**config.mk**
```make
export PLATFORM = sky130hd
export DESIGN_NAME = interp_apod_fe
export DESIGN_NICKNAME = d
export VERILOG_FILES = /design/src/rtl/interp_apod_pkg.sv /design/src/rtl/rr_pick.sv /design/src/rtl/interp_scale.sv /design/src/rtl/interp_apod_fe.sv
export SDC_FILE = /design/constraint.sdc
export NUM_CORES = 1
export LEC_CHECK = 0
export BUFFER_PORTS_ARGS = -buffer_cell sky130_fd_sc_hd__buf_2
export CORE_AREA = 2 2 216 218
export CTS_CLUSTER_SIZE = 20
export DETAILED_ROUTE_END_ITERATION = 10
export DIE_AREA = 0 0 218 220
export GPL_TIMING_DRIVEN = 0
export PLACE_DENSITY = 0.67
export SLEW_MARGIN = 30
export SYNTH_ARGS = -nofsm -noshare
export SYNTH_HDL_FRONTEND = slang
export SYNTH_SLANG_ARGS = --single-unit
```
**constraint.sdc**
```tcl
create_clock -name clk_i -period 17.6 [get_ports clk_i]
set_input_delay 2.64 -clock clk_i [delete_from_list [all_inputs] [get_ports clk_i]]
set_output_delay 2.64 -clock clk_i [all_outputs]
set_load 0.02 [all_outputs]
```
**src/rtl/interp_apod_pkg.sv**
```systemverilog
package interp_apod_pkg;
  typedef enum logic [1:0] {ST_IDLE, ST_FETCH, ST_DRAIN, ST_SEND} fe_state_e;
  localparam int unsigned RAW_PER_BURST = 4;
  localparam int unsigned UPSAMPLE      = 4;
  localparam int unsigned NSLOT         = RAW_PER_BURST + 1;
  localparam int unsigned NOUT          = RAW_PER_BURST * UPSAMPLE;
endpackage

```
**src/rtl/rr_pick.sv**
```systemverilog
module rr_pick #(
  parameter int unsigned NC = 16,
  localparam int unsigned IW = $clog2(NC)
) (
  input  logic [NC-1:0] req_i,
  input  logic [IW-1:0] last_i,
  output logic          any_o,
  output logic [IW-1:0] idx_o
);
  always_comb begin
    any_o = 1'b0;
    idx_o = '0;
    for (int unsigned k = 1; k <= NC; k++) begin
      int unsigned cand;
      cand = (int'(last_i) + k) % NC;
      if (!any_o && req_i[cand]) begin
        any_o = 1'b1;
        idx_o = IW'(cand);
      end
    end
  end
endmodule

```
**src/rtl/interp_scale.sv**
```systemverilog
module interp_scale #(
  parameter int unsigned SW = 12,
  parameter int unsigned WW = 12,
  parameter int unsigned WF = 10,
  localparam int unsigned PW = SW + WW + 1
) (
  input  logic [SW-1:0] x0_i,
  input  logic [SW-1:0] x1_i,
  input  logic [1:0]    phase_i,
  input  logic [WW-1:0] weight_i,
  output logic [SW-1:0] y_o
);
  localparam logic signed [PW-1:0] RND  = PW'(1) <<< (WF - 1);
  localparam logic signed [PW-1:0] SMAX = PW'((1 << (SW - 1)) - 1);
  localparam logic signed [PW-1:0] SMIN = -(PW'(1) <<< (SW - 1));

  logic signed [SW:0]   diff;
  logic signed [SW+2:0] step;
  logic signed [SW+2:0] interp;
  logic signed [PW-1:0] prod, rnd;

  assign diff   = $signed({x1_i[SW-1], x1_i}) - $signed({x0_i[SW-1], x0_i});
  assign step   = $signed({{2{diff[SW]}}, diff}) * $signed({{(SW+1){1'b0}}, phase_i});
  assign interp = $signed({{3{x0_i[SW-1]}}, x0_i}) + (step >>> 2);
  assign prod   = $signed({{(WW+1){interp[SW-1]}}, interp[SW-1:0]})
                * $signed({{(SW+1){1'b0}}, weight_i});
  assign rnd    = (prod + RND) >>> WF;

  always_comb begin
    if (rnd > SMAX)      y_o = SMAX[SW-1:0];
    else if (rnd < SMIN) y_o = SMIN[SW-1:0];
    else                 y_o = rnd[SW-1:0];
  end
endmodule

```
**src/rtl/interp_apod_fe.sv**
```systemverilog
module interp_apod_fe
  import interp_apod_pkg::*;
#(
  parameter int unsigned NC    = 16,
  parameter int unsigned DEPTH = 4096,
  parameter int unsigned SW    = 12,
  parameter int unsigned WW    = 12,
  parameter int unsigned WF    = 10,
  localparam int unsigned AW   = $clog2(DEPTH),
  localparam int unsigned PTRW = AW + 1,
  localparam int unsigned IW   = $clog2(NC)
) (
  input  logic          clk_i,
  input  logic          rst_ni,
  input  logic [NC-1:0] req_i,
  output logic [NC-1:0] gnt_o,
  input  logic          weight_we_i,
  input  logic [WW-1:0] weight_i,
  input  logic          rewind_i,
  output logic          mem_rd_o,
  output logic [AW-1:0] mem_addr_o,
  input  logic [SW-1:0] mem_data_i,
  output logic          out_valid_o,
  input  logic          out_ready_i,
  output logic [SW-1:0] out_data_o
);
  localparam logic [PTRW-1:0] DEPTH_P = PTRW'(DEPTH);

  fe_state_e       st_q;
  logic [3:0]      cnt_q;
  logic [IW-1:0]   owner_q, last_q, pick_idx;
  logic            pick_any;
  logic [WW-1:0]   weight_q;
  logic [PTRW-1:0] pos_q [NC];
  logic [SW-1:0]   x_q [NSLOT];
  logic            rd_pend_q, rd_zero_q;
  logic [2:0]      rd_slot_q;
  logic [PTRW-1:0] cur_pos, fetch_addr;
  logic            in_range, last_out;

  rr_pick #(.NC(NC)) u_pick (
    .req_i(req_i), .last_i(last_q), .any_o(pick_any), .idx_o(pick_idx)
  );

  assign cur_pos    = pos_q[owner_q];
  assign fetch_addr = cur_pos + PTRW'(cnt_q);
  assign in_range   = fetch_addr < DEPTH_P;
  assign mem_rd_o   = (st_q == ST_FETCH) && in_range;
  assign mem_addr_o = fetch_addr[AW-1:0];
  assign last_out   = (st_q == ST_SEND) && out_ready_i && (cnt_q == 4'(NOUT - 1));

  always_ff @(posedge clk_i or negedge rst_ni) begin
    if (!rst_ni) begin
      st_q     <= ST_IDLE;
      cnt_q    <= '0;
      owner_q  <= '0;
      last_q   <= IW'(NC - 1);
      weight_q <= '0;
      gnt_o    <= '0;
    end else begin
      unique case (st_q)
        ST_IDLE: begin
          if (weight_we_i) weight_q <= weight_i;
          if (!rewind_i && pick_any) begin
            owner_q <= pick_idx;
            last_q  <= pick_idx;
            gnt_o   <= NC'(1) << pick_idx;
            cnt_q   <= '0;
            st_q    <= ST_FETCH;
          end
        end
        ST_FETCH: begin
          if (cnt_q == 4'(RAW_PER_BURST)) st_q <= ST_DRAIN;
          else cnt_q <= cnt_q + 4'd1;
        end
        ST_DRAIN: begin
          cnt_q <= '0;
          st_q  <= ST_SEND;
        end
        ST_SEND: begin
          if (out_ready_i) begin
            cnt_q <= cnt_q + 4'd1;
            if (last_out) begin
              st_q  <= ST_IDLE;
              gnt_o <= '0;
            end
          end
        end
        default: st_q <= ST_IDLE;
      endcase
    end
  end

  // per-consumer positions
  for (genvar c = 0; c < NC; c++) begin : g_pos
    always_ff @(posedge clk_i or negedge rst_ni) begin
      if (!rst_ni) pos_q[c] <= '0;
      else if (st_q == ST_IDLE && rewind_i) pos_q[c] <= '0;
      else if (st_q == ST_FETCH && cnt_q == 4'(RAW_PER_BURST) && owner_q == IW'(c)
               && pos_q[c] < DEPTH_P)
        pos_q[c] <= pos_q[c] + PTRW'(RAW_PER_BURST);
    end
  end

  // read return capture, one cycle after the read
  always_ff @(posedge clk_i or negedge rst_ni) begin
    if (!rst_ni) begin
      rd_pend_q <= 1'b0;
      rd_zero_q <= 1'b0;
      rd_slot_q <= '0;
    end else begin
      rd_pend_q <= (st_q == ST_FETCH);
      rd_zero_q <= !in_range;
      rd_slot_q <= cnt_q[2:0];
    end
  end

  for (genvar s = 0; s < NSLOT; s++) begin : g_slot
    always_ff @(posedge clk_i or negedge rst_ni) begin
      if (!rst_ni) x_q[s] <= '0;
      else if (rd_pend_q && rd_slot_q == 3'(s)) x_q[s] <= rd_zero_q ? '0 : mem_data_i;
    end
  end

  logic [2:0] seg;
  assign seg = {1'b0, cnt_q[3:2]};

  interp_scale #(.SW(SW), .WW(WW), .WF(WF)) u_scale (
    .x0_i(x_q[seg]), .x1_i(x_q[seg + 3'd1]), .phase_i(cnt_q[1:0]),
    .weight_i(weight_q), .y_o(out_data_o)
  );

  assign out_valid_o = (st_q == ST_SEND);

  p_gnt_onehot_r3: assert property (@(posedge clk_i) disable iff (!rst_ni)
    $onehot0(gnt_o));
  p_gnt_hold_r3: assert property (@(posedge clk_i) disable iff (!rst_ni)
    (gnt_o != '0 && !last_out) |=> $stable(gnt_o));
  p_gnt_release_r3: assert property (@(posedge clk_i) disable iff (!rst_ni)
    last_out |=> gnt_o == '0);
  p_gnt_req_r2: assert property (@(posedge clk_i) disable iff (!rst_ni)
    (gnt_o != '0 && $past(gnt_o) == '0) |-> ($past(req_i) & gnt_o) != '0);
  p_out_hold_r8: assert property (@(posedge clk_i) disable iff (!rst_ni)
    (out_valid_o && !out_ready_i) |=> (out_valid_o && $stable(out_data_o)));
  p_weight_frozen_r10: assert property (@(posedge clk_i) disable iff (!rst_ni)
    (st_q != ST_IDLE) |=> $stable(weight_q));
  p_rd_owned_r4: assert property (@(posedge clk_i) disable iff (!rst_ni)
    mem_rd_o |-> (gnt_o != '0 && !out_valid_o));
endmodule

```
==> flow_metrics.env <==
export IMPL_ys_async_sr_fraction_pct=100
export IMPL_reg2reg_depth=14
export IMPL_design_core_area_um2=45900
export IMPL_worst_pin_slew_ns=0.912
export IMPL_drt_wl_total_um=61000
export IMPL_startpoint_type="flop"
export IMPL_io_pins=87
export IMPL_synthCells=2390
export IMPL_cp_required_ns=14.96
export IMPL_syn_area_um2=23100
export IMPL_wl_per_cell_um=19.4
export IMPL_drtAntennaViolNets=0
export IMPL_post_cts_buffers=0
export IMPL_antenna_found_initial=4
export IMPL_start_util_pct=50.3
export IMPL_timing_fmax_mhz=60.4
export IMPL_dieArea_um2=48000
export IMPL_vias_per_cell=5.81
export IMPL_critical_path_max_stage_delay_ns=0.58
export IMPL_clockBufferDepth=3
export IMPL_yosysMostFrequentCell="nand2_1"
export IMPL_arrival_ns=13.90
export IMPL_rows=79
export IMPL_drive_gt1_share_pct=13.0
export IMPL_setup_viol=0
export IMPL_setup_tns_ns=0
export IMPL_slew_viol_final=0
export IMPL_area_growth_pct=11.2
export IMPL_postSynthAreaPerCell_um2=9.66
export IMPL_crit_path_end_kind="output port"
export IMPL_grt_overflow_total=0
export IMPL_cp_max_fo=10
export IMPL_grt_pass1_wl_um=98100
export IMPL_min_period_over_period_pct=94.0
export IMPL_yosys_warnings=0
export IMPL_clkSlewWorstSetupHoldPaths_ns=0.06
export IMPL_die_y_um=220
export IMPL_synth_fp_nets=2689
export IMPL_drc=0
export IMPL_die_w_um=218
export IMPL_io_buffers=86
export IMPL_maxCapViolCount=0
export IMPL_ys_flop_type="dfrtp_1"
export IMPL_hold_viol=0
export IMPL_grt_max_degree=87
export IMPL_fin_crit_ns=16.54
export IMPL_fin_skew_ns=0.0208
export IMPL_ys_seq_area_share_pct=30.7
export IMPL_via_count=18300
export IMPL_min_path_type="reg2reg"
export IMPL_crit_type="reg2out"
export IMPL_yosysUniqueCellTypes=81
export IMPL_ys_ff_latch=283
export IMPL_cts_sinks=283
export IMPL_gp_congestion=0.949
export IMPL_whs_path_depth=2
export IMPL_cts_tree="yes"
export IMPL_clock_root_buffer="clkbuf_16"
export IMPL_clock_latency_ns=0.57
export IMPL_synth_top_area_share_pct=30.3
export IMPL_nNetsFinal=2816
export IMPL_nFillCells=4027
export IMPL_grt_setup_unrepaired="false"
export IMPL_grtUsageTotal_pct=26.1
export IMPL_antenna_cells=0
export IMPL_slew_headroom_pct=39.2
export IMPL_synth_common_cells="nand2_1 (290), dfrtp_1 (279), nor2_1 (236), inv_1 (186), ha_1 (151)"
export IMPL_cp_slowest_cell="dfrtp_1"
export IMPL_drt_initial_drc_count=1483
export IMPL_place_hpwl_um=46200
export IMPL_grt_pass1_vias=18100
export IMPL_synth_edf_count=0
export IMPL_cts_max_level=2
export IMPL_synthTopCellsByArea="dfrtp_1 (30%), fa_1 (8.9%), mux4_2 (8.7%), ha_1 (8.2%), nand2_1 (4.7%)"
export IMPL_status="finished, final reports clean"
export IMPL_cts_made_buffers=34
export IMPL_synth_top_area_cell="dfrtp_1"
export IMPL_drt_pass1_iterations=5
[final timing paths]
| path | start | slack [ns] | to |
|---|---|---|---|
| worst min register to register | gnt_o[2] | 0.48 | gnt_o[2] |
| worst max-delay path | cnt_q[2] | 1.06 | out_data_o[7] |
| worst min-delay path | gnt_o[2] | 0.48 | gnt_o[2] |
| min in group asynchronous | rst_ni | 1.99 | pos_q[18] |
| max in group asynchronous | rst_ni | 14.46 | weight_q[5] |
| worst max register to register | owner_q[1] | 11.44 | rd_zero_q |
[worst max-delay path: cells and delay by family (launching register included)]
family | cells | cell delay [ns]
AOI/OAI and AO/OA | 17 | 4.11
muxes | 1 | 0.38
buffers and inverters | 8 | 1.83
xor gates and xnor gates | 5 | 0.96
and+or+nand+nor | 5 | 0.75
DFF | 1 | 0.58
adders and majority gates | 12 | 4.70
[layout by cell type, fill, tap and decap left out, types with 51 or more instances in the layout]
master and count:
nand2_1 290, dfrtp_1 279, nor2_1 236, inv_1 186, ha_1 151, o21ai_0 133
xor2_1 118, fa_1 103, buf_2 91, mux4_2 89, clkbuf_1 81, xnor2_1 73
and2_1 73, a21oi_1 58, mux2i_1 55, nand3_1 51
[metal layers]
metal,GRT usage [%],wire (um),share of wire [%]
met5,0,43,0.071
met4,8.39,1880,3.1
met3,4.96,4030,6.6
met2,43.0,29200,48
met1,34.7,25800,42
[registers in the layout, summed over array words and instances (netlist names)]
signal and count:
owner_q 4, x_q 60, weight_q 12, rd_slot_q 3
cnt_q 4, gnt_o 16, rd_zero_q 1, rd_pend_q 1
pos_q 176, st_q 2, last_q 4
[stage by stage]
stage	worst slack, ns	utilization, %	instance area (um^2)	instances	hold slack, ns
after floorplan	3.01	-	23100	2390	0.444
after global placement	0.878	52.9	24300	3083	0.458
after detailed placement	0.750	53.1	24400	3086	0.466
after CTS	0.0742	55.8	25600	3144	0.479
after global routing	0.0303	55.9	25700	3146	0.503
final	1.06	55.9	25700	3146	0.480
[kinds of logic after synthesis]
| family | share of synthesized area (%) |
|---|---|
| muxes | 13.2 |
| xor gates and xnor gates | 7.36 |
| AOI/OAI and AO/OA | 9.32 |
| and+or+nand+nor | 17.0 |
| buffers and inverters | 5.28 |
| DFF | 30.7 |
| other | 0.0162 |
| adders and majority gates | 17.1 |
[area by class of cell]
class	instances	area [um^2]	area share [%]
tap	607	759	2.96
buffer	115	526	2.05
clock inverter	12	289	1.13
inverter	187	702	2.74
clock buffer	46	946	3.69
sequential	283	7090	27.6
multi-input combinational	1805	14800	57.7
timing repair buffer	91	542	2.11
[repair_timing]
item	CTS	global route
gates resized for setup	0	9
hold buffers	0	0
endpoints found under the setup margin	0	11
Power is left out: the tool's default activity adds up to more than one toggle a clock period on the data nets, which glitch-free logic cannot reach.
